===== config.mk =====
export PLATFORM = sky130hd
export DESIGN_NAME = mul_add_pair
export DESIGN_NICKNAME = d
export VERILOG_FILES = /design/src/rtl/mad_pkg.sv /design/src/rtl/mad_stage.sv /design/src/rtl/mad_mult.sv /design/src/rtl/mad_combine.sv /design/src/rtl/mul_add_pair.sv
export SDC_FILE = /design/constraint.sdc
export NUM_CORES = 1
export LEC_CHECK = 0
export ABC_AREA = 1
export BUFFER_PORTS_ARGS = -buffer_cell sky130_fd_sc_hd__buf_2
export CAP_MARGIN = 20
export CORE_MARGIN = 5
export CORE_UTILIZATION = 60
export DETAILED_ROUTE_END_ITERATION = 8
export GPL_ROUTABILITY_DRIVEN = 0
export MAX_ROUTING_LAYER = met4
export PLACE_DENSITY_LB_ADDON = 0.05
export SYNTH_ARGS = -nofsm -noshare
export SYNTH_HDL_FRONTEND = slang
export SYNTH_SLANG_ARGS = --single-unit

===== constraint.sdc =====
create_clock -name clk -period 9.28 [get_ports clk]
set_input_delay 1.856 -clock clk [delete_from_list [all_inputs] [get_ports clk]]
set_output_delay 1.856 -clock clk [all_outputs]
set_load 0.01 [all_outputs]

===== src/rtl/mad_pkg.sv =====
package mad_pkg;

    localparam int DEF_M_W = 8;
    localparam int DEF_N_W = 8;

    typedef struct packed {
        logic sgn;
        logic sub;
    } mad_ctrl_t;

endpackage


===== src/rtl/mad_stage.sv =====
module mad_stage #(
    parameter int W      = 8,
    parameter bit ENABLE = 1'b1
) (
    input  logic         clk,
    input  logic         rst,
    input  logic         ce,
    input  logic [W-1:0] din,
    output logic [W-1:0] dout
);

    generate
        if (ENABLE) begin : g_reg
            logic [W-1:0] data_d;
            logic [W-1:0] data_q;

            always_comb begin
                data_d = data_q;
                if (ce) begin
                    data_d = din;
                end
            end

            always_ff @(posedge clk) begin
                if (rst) begin
                    data_q <= '0;
                end else begin
                    data_q <= data_d;
                end
            end

            assign dout = data_q;
        end else begin : g_bypass
            logic unused_ok;
            assign unused_ok = &{1'b0, clk, rst, ce};
            assign dout = din;
        end
    endgenerate

endmodule


===== src/rtl/mad_mult.sv =====
module mad_mult #(
    parameter int M_W = 8,
    parameter int N_W = 8,
    localparam int P_W = M_W + N_W
) (
    input  logic           sgn,
    input  logic [M_W-1:0] a,
    input  logic [N_W-1:0] b,
    output logic [P_W-1:0] prod
);

    logic [P_W-1:0] a_ext;
    logic [P_W-1:0] b_ext;
    logic           a_fill;
    logic           b_fill;

    always_comb begin
        a_fill = sgn & a[M_W-1];
        b_fill = sgn & b[N_W-1];
        a_ext  = {{N_W{a_fill}}, a};
        b_ext  = {{M_W{b_fill}}, b};
        prod   = a_ext * b_ext;
    end

endmodule


===== src/rtl/mad_combine.sv =====
module mad_combine #(
    parameter int P_W = 16,
    localparam int R_W = P_W + 1
) (
    input  logic           sgn,
    input  logic           sub,
    input  logic [P_W-1:0] p0,
    input  logic [P_W-1:0] p1,
    output logic [R_W-1:0] sum
);

    logic [R_W-1:0] e0;
    logic [R_W-1:0] e1;

    always_comb begin
        e0 = {sgn & p0[P_W-1], p0};
        e1 = {sgn & p1[P_W-1], p1};
        if (sub) begin
            sum = e0 - e1;
        end else begin
            sum = e0 + e1;
        end
    end

endmodule


===== src/rtl/mul_add_pair.sv =====
module mul_add_pair #(
    parameter int M_W      = mad_pkg::DEF_M_W,
    parameter int N_W      = mad_pkg::DEF_N_W,
    parameter bit IN_REG   = 1'b1,
    parameter bit PIPE_REG = 1'b1,
    parameter bit OUT_REG  = 1'b1,
    localparam int P_W = M_W + N_W,
    localparam int R_W = P_W + 1
) (
    input  logic           clk,
    input  logic           rst,
    input  logic           ce,
    input  logic           signed_mode,
    input  logic           sub_sel,
    input  logic           chain_sel,
    input  logic [M_W-1:0] a0,
    input  logic [N_W-1:0] b0,
    input  logic [M_W-1:0] a1,
    input  logic [N_W-1:0] b1,
    input  logic [M_W-1:0] a_chain_in,
    input  logic [N_W-1:0] b_chain_in,
    output logic [M_W-1:0] a_chain_out,
    output logic [N_W-1:0] b_chain_out,
    output logic [R_W-1:0] result
);

    typedef struct packed {
        mad_pkg::mad_ctrl_t ctl;
        logic [M_W-1:0]     a0;
        logic [N_W-1:0]     b0;
        logic [M_W-1:0]     a1;
        logic [N_W-1:0]     b1;
    } op_t;

    typedef struct packed {
        mad_pkg::mad_ctrl_t ctl;
        logic [P_W-1:0]     p0;
        logic [P_W-1:0]     p1;
    } prod_t;

    localparam int OP_W   = $bits(op_t);
    localparam int PROD_W = $bits(prod_t);

    op_t            op_in;
    op_t            op_s1;
    prod_t          pr_in;
    prod_t          pr_s2;
    logic [R_W-1:0] sum_in;
    logic [R_W-1:0] sum_s3;

    always_comb begin
        op_in.ctl.sgn = signed_mode;
        op_in.ctl.sub = sub_sel;
        op_in.a0      = chain_sel ? a_chain_in : a0;
        op_in.b0      = chain_sel ? b_chain_in : b0;
        op_in.a1      = a1;
        op_in.b1      = b1;
    end

    mad_stage #(.W(OP_W), .ENABLE(IN_REG)) u_in_stage (
        .clk  (clk),
        .rst  (rst),
        .ce   (ce),
        .din  (op_in),
        .dout (op_s1)
    );

    assign a_chain_out = op_s1.a1;
    assign b_chain_out = op_s1.b1;

    mad_mult #(.M_W(M_W), .N_W(N_W)) u_mult0 (
        .sgn  (op_s1.ctl.sgn),
        .a    (op_s1.a0),
        .b    (op_s1.b0),
        .prod (pr_in.p0)
    );

    mad_mult #(.M_W(M_W), .N_W(N_W)) u_mult1 (
        .sgn  (op_s1.ctl.sgn),
        .a    (op_s1.a1),
        .b    (op_s1.b1),
        .prod (pr_in.p1)
    );

    assign pr_in.ctl = op_s1.ctl;

    mad_stage #(.W(PROD_W), .ENABLE(PIPE_REG)) u_pipe_stage (
        .clk  (clk),
        .rst  (rst),
        .ce   (ce),
        .din  (pr_in),
        .dout (pr_s2)
    );

    mad_combine #(.P_W(P_W)) u_combine (
        .sgn (pr_s2.ctl.sgn),
        .sub (pr_s2.ctl.sub),
        .p0  (pr_s2.p0),
        .p1  (pr_s2.p1),
        .sum (sum_in)
    );

    mad_stage #(.W(R_W), .ENABLE(OUT_REG)) u_out_stage (
        .clk  (clk),
        .rst  (rst),
        .ce   (ce),
        .din  (sum_in),
        .dout (sum_s3)
    );

    assign result = sum_s3;

endmodule


==> flow_summary.toml <==
[setup_path]
cp.required_ns = 9.52
critPathKind = "reg2reg"
start_kind = "flop"
arrival_ns = 5.50
cp_max_fo = 9
worstSetupEndpointType = "flop"

[outcome]
run_status = "complete, no violations"

[synth]
ys_ff_latch = 85
ys_seq_area_share_pct = 16.15
async_flop_share_pct = 0
netlist_area_mm2 = 0.01054
syn_area_per_cell_um2 = 7.232
synth_ff_type = "dfxtp_1"
ys_types = 42
ys_warn_count = 0
syn_inst = 1457
synth_nets = 1721
synth_edf_count = 0

[clock_network]
postCtsSetupRepairBufs = 0
cts_tree = "yes"
clock_latency_ns = 0.36
cts-root-buf = "clkbuf_16"
cts.clk_slew.worst_paths_ns = 0.07
h-tree-depth = 3
cts_inserted_buffers = 9
clock-sinks = 85
hold_buffers = 0
post_cts_resized = 0
cts.path.max_buffers = 2

[global_routing]
antenna_found_initial = 0
grt_pass1_vias = 8593
grt-ovfl-total = 0
grt_pass1_wl_um = 40740
use_met2_pct = 41.30
grt-busiest-layer = "met2"
met1_usage_pct = 33.85
grtUsageMet3_pct = 3.427
grt_max_degree = 81
grtUsageTotal_pct = 25.17

[routing]
drtIter0Drc = 435
antenna_left = 0
wire_per_inst_um = 13.63
routed_wl_um = 23260
drt_drc_violations_left = 0
viasPerCell = 5.080
vias = 8667
firstDrtPassIters = 6

[die]
num_rows = 48
die_w_um = 142.5
die_y_um = 142.5
io_pins = 87
die_area_mm2 = 0.02031
design.core.area_mm2 = 0.01724
start_util_pct = 61.14

[placement]
placed_cell_area_mm2 = 0.01081
port_buffers = 86
post-dp-hpwl_um = 18440

[timing]
grt_setup_unrepaired = "no"
setup_violations = 0
hold_violations = 0
min_period_ns = 5.263
max_freq_ghz = 0.1900
slew_headroom_pct = 48.39
fin_crit_sh_pct = 56.71
hold_ws_ns = 0.4833
finalSetupTns_ns = 0
fin_skew_ns = 0.01353
worst_slew_pin_slew_ns = 0.7742
maxSlewViolCount = 0

[final_layout]
post-route-util_pct = 64.43
drive_gt1_share_pct = 9.115
fin_area_mm2 = 0.01111
diodes = 0
area_delta_synth_final_pct = 5.391
fin_nets = 1741
most-common-layout-cells = "330 x inv_1, 287 x nand2_1, 152 x nor2_1, 127 x fa_1"
final_common_cell = "inv_1"

[flow_run]
maxCapViolCount = 0

[power]
ir_drop_v = 0.00009560
p_leak_nw = 6.599
powerDensity_mw_per_mm2 = 121.4

[worst_hold_path]
hold_path_class = "reg2reg"
synth_stat cells (2+ instances only):
| cell type | number | area (um^2) |
|---|---|---|
| inv_1 | 331 | 1242 |
| nand2_1 | 287 | 1077 |
| nor2_1 | 152 | 570.6 |
| fa_1 | 127 | 2542 |
| dfxtp_1 | 85 | 1702 |
| ha_1 | 83 | 1039 |
| o21ai_0 | 72 | 360.4 |
| nand3_1 | 66 | 330.3 |
| a21oi_1 | 46 | 230.2 |
| clkbuf_1 | 41 | 153.9 |
| xor2_1 | 29 | 254.0 |
| o211ai_1 | 23 | 172.7 |
| buf_4 | 18 | 135.1 |
| buf_2 | 9 | 45.04 |
| xnor2_1 | 8 | 70.07 |
| nand4_1 | 6 | 37.54 |
| buf_6 | 5 | 56.30 |
| nand3_2 | 5 | 50.05 |
| nor3_1 | 5 | 25.02 |
| o21ai_1 | 5 | 25.02 |
| a21oi_2 | 4 | 35.03 |
| a31oi_1 | 4 | 25.02 |
| clkbuf_8 | 4 | 55.05 |
| inv_2 | 4 | 15.01 |
| nand2_2 | 4 | 25.02 |
| nor2_2 | 4 | 25.02 |
| o21bai_1 | 4 | 30.03 |
| or2_2 | 4 | 25.02 |
| a21o_1 | 3 | 22.52 |
| nand2_4 | 3 | 33.78 |
| or2_1 | 3 | 18.77 |
| a211oi_1 | 2 | 15.01 |
| buf_1 | 2 | 7.510 |
stage by stage:
| step | std cells | total power (W) | setup slack (ns) |
|---|---|---|---|
| after floorplan | 1457 | 0.0008481 | 4.727 |
| after CTS | 1706 | 0.001359 | 4.046 |
| after global placement | 1691 | 0.0009706 | 4.092 |
| after global routing | 1706 | 0.001465 | 3.767 |
| final | 1706 | 0.001348 | 4.017 |
| after detailed placement | 1691 | 0.0009753 | 4.066 |
report_power, final:
group	total [W]	switching (W)	internal [W]
registers	0.000457	0.0000569	0.000400
logic	0.000513	0.000314	0.000199
clock network	0.000378	0.000161	0.000217
total	0.00135	0.000531	0.000817
sequential cells by signal, indices dropped and copies added, names as in the netlist:
register / flops
u_in_stage.dout: 34
u_out_stage.dout: 17
u_pipe_stage.dout: 34
cell families (layout without fill, tap and decap cells):
group,count (synthesis),count (layout),share of synthesized area [%]
AND/OR/NAND/NOR,542,542,21.37
flip-flops,85,85,16.15
buffers and inverters,417,441,16.47
adder cells (fa/ha/maj),210,210,33.98
AO/OA/AOI/OAI,166,166,8.953
XOR/XNOR,37,37,3.075
routing by layer:
layer	vias up	wire [um]
li1	4392	-
met3	16	1212
met2	190	11020
met5	-	0
met1	4069	10790
met4	0	233
cell type report:
cell class / count / area, um^2
multi-input cells: 955 / 7101
fillers: 1602 / 6131
flip-flops and latches: 85 / 1702
inverters: 337 / 1267
repair buffers: 89 / 455.4
well taps: 225 / 281.5
clock buffers: 11 / 242.7
clock inverters: 4 / 56.30
path summary, 6_finish.rpt:
check / startpoint / end / slack (ns) / cells after the start
worst max-delay path: u_in_stage.dout[33] / u_pipe_stage.dout[29] / 4.02 / 19
worst min-delay path: u_out_stage.dout[12] / u_out_stage.dout[12] / 0.48 / 2
worst max register to register: u_in_stage.dout[33] / u_pipe_stage.dout[29] / 4.02 / 19
worst min register to register: u_out_stage.dout[12] / u_out_stage.dout[12] / 0.48 / 2
worst max-delay path, cell delays in order, from the launching register on:
cell and delay (ns):
dfxtp_1 0.70, nand2_2 0.29, or2_2 0.36, fa_1 0.45
fa_1 0.50, inv_1 0.05, fa_1 0.47, inv_1 0.05
fa_1 0.51, fa_1 0.55, inv_1 0.04, ha_1 0.34
a21oi_1 0.20, o21ai_0 0.17, nand2_1 0.12, nand2_1 0.05
nand2_1 0.06, nand3_1 0.06, o211ai_1 0.11, inv_1 0.06
(Power assumes the default switching activity.)
